[src/rtl/usb_router_pkg.sv]
package usb_router_pkg;

  // Ownership decision: 1 = high-speed controller, 0 = companion.
  // Debug override first, then the configure flag, then the owner bit.
  function automatic logic hs_owner(input logic cfg_flag,
                                    input logic dbg_mode,
                                    input logic owner_bit,
                                    input logic is_dbg_port);
    if (is_dbg_port && dbg_mode) return 1'b1;
    if (!cfg_flag)               return 1'b0;
    return !owner_bit;
  endfunction

  // A controller's view of a port: connected only when it owns the port.
  function automatic logic seen_conn(input logic phys, input logic owns);
    return phys & owns;
  endfunction

endpackage

[src/rtl/usb_owner_ctl.sv]
module usb_owner_ctl #(
  parameter int N_PORTS = 6
) (
  input  logic               clk,
  input  logic               rst_n,
  input  logic               cfg_i,
  input  logic               wr_i,
  input  logic [N_PORTS-1:0] wdata_i,
  output logic [N_PORTS-1:0] own_next_o,
  output logic [N_PORTS-1:0] own_rd_o
);
  localparam logic [N_PORTS-1:0] ALL_FS = '1;

  logic [N_PORTS-1:0] own_q;

  // Next owner bits: forced to companion while the flag is low.
  always_comb begin
    if (!cfg_i)     own_next_o = ALL_FS;
    else if (wr_i)  own_next_o = wdata_i;
    else            own_next_o = own_q;
  end

  always_ff @(posedge clk or negedge rst_n) begin
    if (!rst_n) own_q <= ALL_FS;
    else        own_q <= own_next_o;
  end

  assign own_rd_o = cfg_i ? own_q : ALL_FS;

  AST_OWN_FORCED: assert property (@(posedge clk) disable iff (!rst_n)
    !$past(cfg_i) |-> (own_q == ALL_FS));

  AST_OWN_WRITE: assert property (@(posedge clk) disable iff (!rst_n)
    ($past(cfg_i) && !$past(wr_i)) |-> (own_q == $past(own_rd_o)));

endmodule

[src/rtl/usb_port_slice.sv]
module usb_port_slice
  import usb_router_pkg::*;
#(
  parameter bit IS_DBG_PORT = 1'b0
) (
  input  logic clk,
  input  logic rst_n,
  input  logic cfg_i,
  input  logic dbg_i,
  input  logic own_next_i,
  input  logic phys_i,
  input  logic rx_i,
  input  logic fs_tx_i,
  input  logic fs_oe_i,
  input  logic hs_tx_i,
  input  logic hs_oe_i,
  output logic tx_o,
  output logic oe_o,
  output logic fs_rx_o,
  output logic hs_rx_o,
  output logic fs_conn_o,
  output logic hs_conn_o,
  output logic fs_csc_o,
  output logic hs_csc_o,
  output logic hs_own_o
);
  logic hs_own_d, hs_own_q;
  logic guard_q;
  logic fs_conn_d, hs_conn_d;
  logic fs_conn_q, hs_conn_q;
  logic fs_csc_q, hs_csc_q;
  logic own_flip;

  assign hs_own_d  = hs_owner(cfg_i, dbg_i, own_next_i, IS_DBG_PORT);
  assign own_flip  = hs_own_d ^ hs_own_q;
  assign fs_conn_d = seen_conn(phys_i, !hs_own_d);
  assign hs_conn_d = seen_conn(phys_i, hs_own_d);

  always_ff @(posedge clk or negedge rst_n) begin
    if (!rst_n) begin
      hs_own_q  <= 1'b0;
      guard_q   <= 1'b1;
      fs_conn_q <= 1'b0;
      hs_conn_q <= 1'b0;
      fs_csc_q  <= 1'b0;
      hs_csc_q  <= 1'b0;
    end else begin
      hs_own_q  <= hs_own_d;
      guard_q   <= own_flip;
      fs_conn_q <= fs_conn_d;
      hs_conn_q <= hs_conn_d;
      fs_csc_q  <= fs_conn_d ^ fs_conn_q;
      hs_csc_q  <= hs_conn_d ^ hs_conn_q;
    end
  end

  // Data path: owner drives, blanked on the cycle after a switch.
  assign tx_o      = hs_own_q ? hs_tx_i : fs_tx_i;
  assign oe_o      = !guard_q && (hs_own_q ? hs_oe_i : fs_oe_i);
  assign fs_rx_o   = rx_i & !hs_own_q;
  assign hs_rx_o   = rx_i & hs_own_q;
  assign fs_conn_o = fs_conn_q;
  assign hs_conn_o = hs_conn_q;
  assign fs_csc_o  = fs_csc_q;
  assign hs_csc_o  = hs_csc_q;
  assign hs_own_o  = hs_own_q;

  AST_NONOWNER_FS: assert property (@(posedge clk) disable iff (!rst_n)
    hs_own_q |-> !fs_conn_q);

  AST_NONOWNER_HS: assert property (@(posedge clk) disable iff (!rst_n)
    !hs_own_q |-> !hs_conn_q);

  AST_CONN_PHYS: assert property (@(posedge clk) disable iff (!rst_n)
    (fs_conn_q || hs_conn_q) |-> $past(phys_i));

  AST_SWITCH_BLANK: assert property (@(posedge clk) disable iff (!rst_n)
    (hs_own_q != $past(hs_own_q)) |-> !oe_o);

  AST_CSC_FS: assert property (@(posedge clk) disable iff (!rst_n)
    fs_csc_q |-> (fs_conn_q != $past(fs_conn_q)));

  AST_CSC_HS: assert property (@(posedge clk) disable iff (!rst_n)
    hs_csc_q |-> (hs_conn_q != $past(hs_conn_q)));

  generate
    if (IS_DBG_PORT) begin : g_dbg
      AST_DBG_OWNS: assert property (@(posedge clk) disable iff (!rst_n)
        $past(dbg_i) |-> hs_own_q);
    end
  endgenerate

endmodule

[src/rtl/usb_port_router.sv]
module usb_port_router #(
  parameter int N_PORTS  = 6,
  parameter int DBG_PORT = 0
) (
  input  logic               clk,
  input  logic               rst_n,
  input  logic               cfg_flag_i,
  input  logic               dbg_mode_i,
  input  logic               own_wr_i,
  input  logic [N_PORTS-1:0] own_wdata_i,
  output logic [N_PORTS-1:0] own_rd_o,
  input  logic [N_PORTS-1:0] phys_conn_i,
  input  logic [N_PORTS-1:0] oc_i,
  input  logic [N_PORTS-1:0] port_rx_i,
  output logic [N_PORTS-1:0] port_tx_o,
  output logic [N_PORTS-1:0] port_oe_o,
  input  logic [N_PORTS-1:0] fs_tx_i,
  input  logic [N_PORTS-1:0] fs_oe_i,
  output logic [N_PORTS-1:0] fs_rx_o,
  output logic [N_PORTS-1:0] fs_conn_o,
  output logic [N_PORTS-1:0] fs_csc_o,
  output logic [N_PORTS-1:0] fs_oc_o,
  input  logic [N_PORTS-1:0] hs_tx_i,
  input  logic [N_PORTS-1:0] hs_oe_i,
  output logic [N_PORTS-1:0] hs_rx_o,
  output logic [N_PORTS-1:0] hs_conn_o,
  output logic [N_PORTS-1:0] hs_csc_o,
  output logic [N_PORTS-1:0] hs_oc_o
);
  logic [N_PORTS-1:0] own_next;
  logic [N_PORTS-1:0] hs_own;

  usb_owner_ctl #(.N_PORTS(N_PORTS)) u_owner (
    .clk        (clk),
    .rst_n      (rst_n),
    .cfg_i      (cfg_flag_i),
    .wr_i       (own_wr_i),
    .wdata_i    (own_wdata_i),
    .own_next_o (own_next),
    .own_rd_o   (own_rd_o)
  );

  generate
    for (genvar i = 0; i < N_PORTS; i++) begin : g_port
      usb_port_slice #(.IS_DBG_PORT(i == DBG_PORT)) u_slice (
        .clk        (clk),
        .rst_n      (rst_n),
        .cfg_i      (cfg_flag_i),
        .dbg_i      (dbg_mode_i),
        .own_next_i (own_next[i]),
        .phys_i     (phys_conn_i[i]),
        .rx_i       (port_rx_i[i]),
        .fs_tx_i    (fs_tx_i[i]),
        .fs_oe_i    (fs_oe_i[i]),
        .hs_tx_i    (hs_tx_i[i]),
        .hs_oe_i    (hs_oe_i[i]),
        .tx_o       (port_tx_o[i]),
        .oe_o       (port_oe_o[i]),
        .fs_rx_o    (fs_rx_o[i]),
        .hs_rx_o    (hs_rx_o[i]),
        .fs_conn_o  (fs_conn_o[i]),
        .hs_conn_o  (hs_conn_o[i]),
        .fs_csc_o   (fs_csc_o[i]),
        .hs_csc_o   (hs_csc_o[i]),
        .hs_own_o   (hs_own[i])
      );
    end
  endgenerate

  // Overcurrent is not switched: both controllers record it.
  assign fs_oc_o = oc_i;
  assign hs_oc_o = oc_i;

  AST_OC_BOTH: assert property (@(posedge clk) disable iff (!rst_n)
    fs_oc_o == hs_oc_o);

  AST_NO_DOUBLE_CONN: assert property (@(posedge clk) disable iff (!rst_n)
    (fs_conn_o & hs_conn_o) == '0);

  AST_FS_ALL_OWN: assert property (@(posedge clk) disable iff (!rst_n)
    (!$past(cfg_flag_i) && !$past(dbg_mode_i)) |-> (hs_own == '0));

endmodule

[config.mk]
export PLATFORM = sky130hd
export DESIGN_NAME = usb_port_router
export DESIGN_NICKNAME = d
export VERILOG_FILES = /design/src/rtl/usb_router_pkg.sv /design/src/rtl/usb_owner_ctl.sv /design/src/rtl/usb_port_slice.sv /design/src/rtl/usb_port_router.sv
export SDC_FILE = /design/constraint.sdc
export NUM_CORES = 1
export LEC_CHECK = 0
export BUFFER_PORTS_ARGS = -buffer_cell sky130_fd_sc_hd__buf_2
export CORE_UTILIZATION = 30
export CTS_CLUSTER_SIZE = 24
export DETAILED_ROUTE_END_ITERATION = 10
export PLACE_DENSITY = 0.68
export SETUP_SLACK_MARGIN = 0.1
export SLEW_MARGIN = 30
export SYNTH_ARGS = -nofsm -noshare
export SYNTH_HDL_FRONTEND = slang
export SYNTH_SLANG_ARGS = --single-unit
[constraint.sdc]
create_clock -name clk -period 1.15 [get_ports clk]
set_input_delay 0.0575 -clock clk [delete_from_list [all_inputs] [get_ports clk]]
set_output_delay 0.0575 -clock clk [all_outputs]
set_load 0.01 [all_outputs]
==> results.sh, run 1 <==
export IMPL_violations="setup timing"
export IMPL_p_per_area_nw_per_um2=1160
export IMPL_synth_top_area_cell="dfrtp_1"
export IMPL_netlist_area_um2=2210
export IMPL_slew_viol_final=0
export IMPL_hp_start="dbg_mode_i"
export IMPL_ys_top_cells_by_count="buf_4 (60), dfrtp_1 (30), dfstp_2 (12)"
export IMPL_maxCapViolations=0
export IMPL_grt_max_degree=43
export IMPL_drc=0
export IMPL_antenna_cells=0
export IMPL_finalSetupViolCount=10
export IMPL_hold_depth=2
export IMPL_syn_inst=196
export IMPL_portBuffers=100
export IMPL_yosysSeqAreaShare_pct=48.2
export IMPL_final_hold_violation_count=0
export IMPL_ios=119
export IMPL_cts_root_buf="clkbuf_8"
export IMPL_initialDrtViolationCount=44
export IMPL_relSlewSlack_pct=74.1
export IMPL_crit_path_end_kind="output port"
export IMPL_fp_row_count=30
export IMPL_start_util_pct=31.8
export IMPL_synth_async_reset_ratio_pct=100
export IMPL_fin_nets=311
export IMPL_rsz0062_at_grt="yes"
export IMPL_critical_path_cell_chain="mux2_4 > buf_6"
export IMPL_syn_avg_cell_area_um2=11.3
export IMPL_status="finished, violations left"
export IMPL_synth_nets=249
export IMPL_yosys_top_cells_area="dfrtp_1 (34%), buf_4 (20%), dfstp_2 (14%)"
export IMPL_reg2reg_depth=3
export IMPL_syn2layout_area_growth_pct=33.4
export IMPL_gp_congestion=0.695
export IMPL_crit_type="reg -> out"
export IMPL_antenna_left=0
export IMPL_holdCritPathClass="in -> reg"
export IMPL_finalInstanceArea_um2=2950
export IMPL_grtUsageTotal_pct=11.1
export IMPL_peakVddDrop_uv=471
export IMPL_worstSkewPairLatency_ns=0.29
export IMPL_drive_gt1_share_pct=69.9
export IMPL_synth_edf_count=0
export IMPL_dp_hpwl_mm=3.03
export IMPL_clk_pin_slew_worst_paths_ns=0.08
export IMPL_crit_fanout=4
export IMPL_overflow=0
export IMPL_period_needed_ns=1.23
export IMPL_final_core_util_pct=42.5
export IMPL_cts_sinks=42
export IMPL_post_dp_cell_area_um2=2410
export IMPL_tightest_slew_ns=0.389
export IMPL_grt_pass1_wl_mm=6.51
export IMPL_crit_required_ns=1.09
export IMPL_drt_total_wl_mm=4.19
export IMPL_cellLeakagePower_nw=1.54
export IMPL_grt_pass1_vias=1408
export IMPL_holdPathEnd="g_port[0].u_slice.fs_conn_o"
export IMPL_period_share_pct=107
export IMPL_numCtsBuffers=5
export IMPL_yosysMostFrequentCell="buf_4"
export IMPL_cts_path_max_buffers=2
export IMPL_skew_ns=0.00992
export IMPL_fill_cells=679
export IMPL_worstPathBufferInverterCount=1
export IMPL_crit_reg2reg_launch="u_owner.own_q[0]"
export IMPL_num_vias=1427
export IMPL_start_kind="flop"
export IMPL_core_area_um2=6940
export IMPL_worst_slack_ns=-0.0827
export IMPL_die_w_um=87.8
export IMPL_synth_top_area_share_pct=34.0
export IMPL_yosysWarnings=0
export IMPL_cp_slowest_cell="dfrtp_2"
export IMPL_cts_max_level=2
export IMPL_reg2reg_slack_ns=-0.02
export IMPL_tns_ns=-0.459
export IMPL_max_stage_delay_ns=0.45
export IMPL_synth_cell_type_count=26
export IMPL_first_pass_iters=4
export IMPL_critPathTopFamily="flip-flops"
export IMPL_ys_flop_type="dfrtp_1"
export IMPL_antenna_found_initial=0
export IMPL_dieArea_um2=7720
export IMPL_reg2reg_to="g_port[0].u_slice.fs_csc_o"
export IMPL_wire_per_inst_um=11.8
export IMPL_cp_arrival_ns=1.18
export IMPL_ys_ff_latch=42
export IMPL_dieHeight_um=87.8
export IMPL_cts_tree="yes"
export IMPL_fmax_mhz=811
export IMPL_via_per_inst=4.02
## state kept, by name, summed over array words and instances, names as in the netlist
signal	count
g_port.u_slice.guard_q	6
g_port.u_slice.fs_conn_o	6
g_port.u_slice.hs_conn_o	6
g_port.u_slice.hs_own_o	6
u_owner.own_q	6
g_port.u_slice.hs_csc_o	6
g_port.u_slice.fs_csc_o	6
## logic make-up after synthesis
logic type      Yosys count  share of synthesized area, %
flops                    42                          48.2
xor+xnor                 17                          6.73
mux                      18                          9.05
compound gates            9                          3.57
buf+inv                  71                          22.7
simple gates             39                          9.74
## report_power, final
| part | internal, W | leakage (nW) | switching (W) |
|---|---|---|---|
| sequential | 0.00163 | 0.500 | 0.0000658 |
| clock | 0.000484 | 0.0482 | 0.000463 |
| combinational | 0.000421 | 0.988 | 0.000350 |
## layout make-up
cell class / count / area, um^2 / share of cell area, %
Clock buffer: 7 / 86.3 / 2.93
Inverter: 8 / 30.0 / 1.02
Clock inverter: 1 / 5.00 / 0.170
Tap cell: 96 / 120 / 4.07
Timing Repair Buffer: 118 / 769 / 26.1
Sequential cell: 42 / 1070 / 36.4
Multi-Input combinational cell: 83 / 866 / 29.3
## worst max-delay path by stage
stage / start / to / slack [ns] / cells after the start
6_report: g_port[3].u_slice.hs_own_o / port_tx_o[3] / -0.08 / 2
2_1_floorplan: u_owner.own_q[0] / g_port[0].u_slice.fs_csc_o / 0.10 / 3
4_1_cts: g_port[3].u_slice.hs_own_o / port_tx_o[3] / -0.09 / 2
5_1_grt: g_port[5].u_slice.hs_own_o / port_tx_o[5] / -0.12 / 2
3_3_place_gp: u_owner.own_q[5] / g_port[5].u_slice.hs_csc_o / 0.06 / 3
3_5_place_dp: u_owner.own_q[0] / g_port[0].u_slice.hs_csc_o / 0.02 / 2
## routing by layer
| metal | routed length (um) | share of wire [%] | vias up | track usage (%) |
|---|---|---|---|---|
| met4 | 53 | 1.3 | 0 | 3.87 |
| met3 | 277 | 6.6 | 7 | 3.58 |
| met5 | 0 | 0 | - | 0 |
| met1 | 1630 | 39 | 683 | 12.2 |
| met2 | 2240 | 53 | 54 | 20.2 |
| li1 | - | - | 683 | - |
## layout by cell type, fill, tap and decap left out, types with 5 or more instances in the layout
cell type   n
mux2i_4     6
nor2b_1     6
xor2_1     11
mux2_4      6
and3_4      5
dfrtp_1    24
nor2_1      7
inv_1       8
dfrtp_2     6
nand2b_4    6
mux2i_1     6
clkbuf_8    6
buf_6      21
buf_4      11
dfstp_2    12
buf_2      84
a21boi_2    5
xnor2_1     5
## through the flow
stage	worst slack, ns	std cells	hold WS [ns]	total power (W)
after floorplan	0.102	196	-0.238	0.00222
after global placement	0.0571	333	0.0484	0.00228
after detailed placement	0.0156	333	0.0526	0.00229
after CTS	-0.0921	352	0.0374	0.00343
after global routing	-0.120	355	0.0480	0.00363
final	-0.0827	355	0.0533	0.00341
## timing repair
item / 4_1_cts / 5_1_grt
hold endpoints to repair: 42 / 0
hold buffers: 1 / 0
endpoints found under the setup margin: 43 / 48
pin swaps: 13 / 6
gates resized for setup: 52 / 20
setup buffers: 10 / 3
Power figures use the tool's default switching activity.
==> run 2: changes to the inputs <==
--- a/config.mk
+++ b/config.mk
@@ -10,4 +10,5 @@
 export CTS_CLUSTER_SIZE = 24
 export DETAILED_ROUTE_END_ITERATION = 10
+export GPL_TIMING_DRIVEN = 0
 export PLACE_DENSITY = 0.68
 export SETUP_SLACK_MARGIN = 0.1
==> constraint.sdc (replaced) <==
create_clock -name clk -period 1.15 [get_ports clk]
set_input_delay 0.0575 -clock clk [delete_from_list [all_inputs] [get_ports clk]]
set_output_delay 0.0575 -clock clk [all_outputs]
set_load 0.02 [all_outputs]
==> results.sh, run 2 (synthesis gave the netlist of run 1 again) <==
export IMPL_final_core_util_pct=50.1
export IMPL_drc=0
export IMPL_final_hold_violation_count=0
export IMPL_crit_type="reg -> out"
export IMPL_period_needed_ns=1.25
export IMPL_power_w=0.00398
export IMPL_cts_path_max_buffers=2
export IMPL_reg2reg_depth=3
export IMPL_first_pass_iters=4
export IMPL_cellLeakagePower_nw=1.84
export IMPL_finalInstanceArea_um2=3480
export IMPL_period_share_pct=109
export IMPL_start_kind="flop"
export IMPL_drt_total_wl_mm=4.79
export IMPL_tightest_slew_ns=0.525
export IMPL_crit_fanout=4
export IMPL_cts_root_buf="clkbuf_8"
export IMPL_gp_congestion=0.676
export IMPL_antenna_cells=0
export IMPL_status="finished, violations left"
export IMPL_ios=119
export IMPL_worstSkewPairLatency_ns=0.29
export IMPL_cts_max_level=2
export IMPL_core_area_um2=6940
export IMPL_reg2reg_slack_ns=0.04
export IMPL_final_cells=413
export IMPL_cp_arrival_ns=1.19
export IMPL_clk_pin_slew_worst_paths_ns=0.07
export IMPL_maxCapViolations=0
export IMPL_cts_tree="yes"
export IMPL_peakVddDrop_uv=440
export IMPL_cts_sinks=42
export IMPL_crit_required_ns=1.09
export IMPL_grt_pass1_wl_mm=7.26
export IMPL_grt_max_degree=43
export IMPL_antenna_left=0
export IMPL_hp_start="dbg_mode_i"
export IMPL_violations="setup timing"
export IMPL_crit_reg2reg_launch="u_owner.own_q[0]"
export IMPL_grtUsageTotal_pct=12.3
export IMPL_dieArea_um2=7720
export IMPL_initialDrtViolationCount=38
export IMPL_reg2reg_to="g_port[0].u_slice.fs_csc_o"
export IMPL_slew_viol_final=0
export IMPL_die_w_um=87.8
export IMPL_antenna_found_initial=0
export IMPL_fmax_mhz=799
export IMPL_final_common_cell="buf_2"
export IMPL_numCtsBuffers=5
export IMPL_hold_depth=3
export IMPL_crit_path_end_kind="output port"
export IMPL_dp_hpwl_mm=3.49
export IMPL_worst_slack_ns=-0.102
export IMPL_wire_per_inst_um=11.6
export IMPL_start_util_pct=31.8
export IMPL_final_cell_mix="buf_2 (78), buf_4 (54), buf_6 (41), dfrtp_1 (24), dfstp_2 (12)"
export IMPL_holdPathEnd="g_port[0].u_slice.hs_own_o"
export IMPL_tns_ns=-1.04
export IMPL_drive_gt1_share_pct=75.1
export IMPL_num_vias=1661
export IMPL_p_per_area_nw_per_um2=1140
export IMPL_dp_cells=403
export IMPL_rsz0062_at_grt="yes"
export IMPL_via_per_inst=4.02
export IMPL_fin_nets=369
export IMPL_portBuffers=111
export IMPL_skew_ns=0.00386
export IMPL_dieHeight_um=87.8
export IMPL_post_dp_cell_area_um2=2890
export IMPL_holdCritPathClass="in -> reg"
export IMPL_fp_row_count=30
export IMPL_overflow=0
export IMPL_relSlewSlack_pct=65.0
export IMPL_syn2layout_area_growth_pct=57.3
export IMPL_finalSetupViolCount=22
export IMPL_grt_pass1_vias=1600
==> run 2: cell types whose count changed in the layout (fill, tap and decap cells not counted), moves of 2 or more <==
| cell | before | now |
|---|---|---|
| buf_2 | 84 | 78 |
| buf_4 | 11 | 54 |
| buf_6 | 21 | 41 |
| nand2_1 | 4 | 6 |
| nand2_2 | 2 | 0 |
| nor2b_1 | 6 | 4 |
| nor2b_4 | 0 | 2 |
==> run 2: where the power goes <==
group          switching (W)  internal (W)  leakage, nW
combinational       0.000534      0.000627         1.29
sequential         0.0000715       0.00163        0.500
clock               0.000473      0.000649       0.0524
total                0.00108       0.00290         1.84
==> run 2: metal layers <==
| layer | up-vias | GRT usage (%) | routed length (um) |
|---|---|---|---|
| met5 | - | 0 | 0 |
| met4 | 0 | 5.07 | 86 |
| met3 | 8 | 3.30 | 293 |
| met2 | 67 | 22.1 | 2540 |
| met1 | 783 | 13.7 | 1880 |
| li1 | 803 | - | - |
==> run 2: what timing repair did <==
action / in CTS / in global routing
hold buffers: 1 / 1
hold endpoints to repair: 31 / 30
gates cloned: 0 / 0
buffers inserted: 11 / 7
resized for setup: 110 / 14
setup endpoints to repair: 44 / 54
pin swaps: 19 / 17
==> run 2: area by class of cell <==
type,instances,area [um^2]
multi-input combinational,83,866
clock buffer,7,76.3
timing repair buffer,131,935
inverter,8,30.0
tap,96,120
fill,644,3470
clock inverter,1,30.0
buffer,45,348
sequential,42,1070
==> run 2: critical path: stages, from the launching register on <==
cell     delay (ns)
dfrtp_2        0.45
buf_6          0.13
nor2b_1        0.11
buf_4          0.12
buf_6          0.10
==> run 2: worst max path at each step <==
stage	startpoint	end	slack, ns	depth (start not counted)
after detailed placement	cfg_flag_i	g_port[0].u_slice.hs_csc_o	0.01	5
after global routing	g_port[1].u_slice.hs_own_o	fs_rx_o[1]	-0.16	4
after CTS	g_port[1].u_slice.hs_own_o	fs_rx_o[1]	-0.12	4
final	g_port[1].u_slice.hs_own_o	fs_rx_o[1]	-0.10	4
after global placement	cfg_flag_i	g_port[0].u_slice.hs_csc_o	0.02	5
after floorplan	u_owner.own_q[0]	g_port[0].u_slice.fs_csc_o	0.10	3
==> run 2: through the flow <==
stage | hold slack (ns) | setup WS, ns
floorplan | -0.238 | 0.102
global placement | 0.240 | 0.0180
detailed placement | 0.243 | 0.0142
CTS | -0.0700 | -0.116
global route | 0.0547 | -0.158
finish | 0.0445 | -0.102
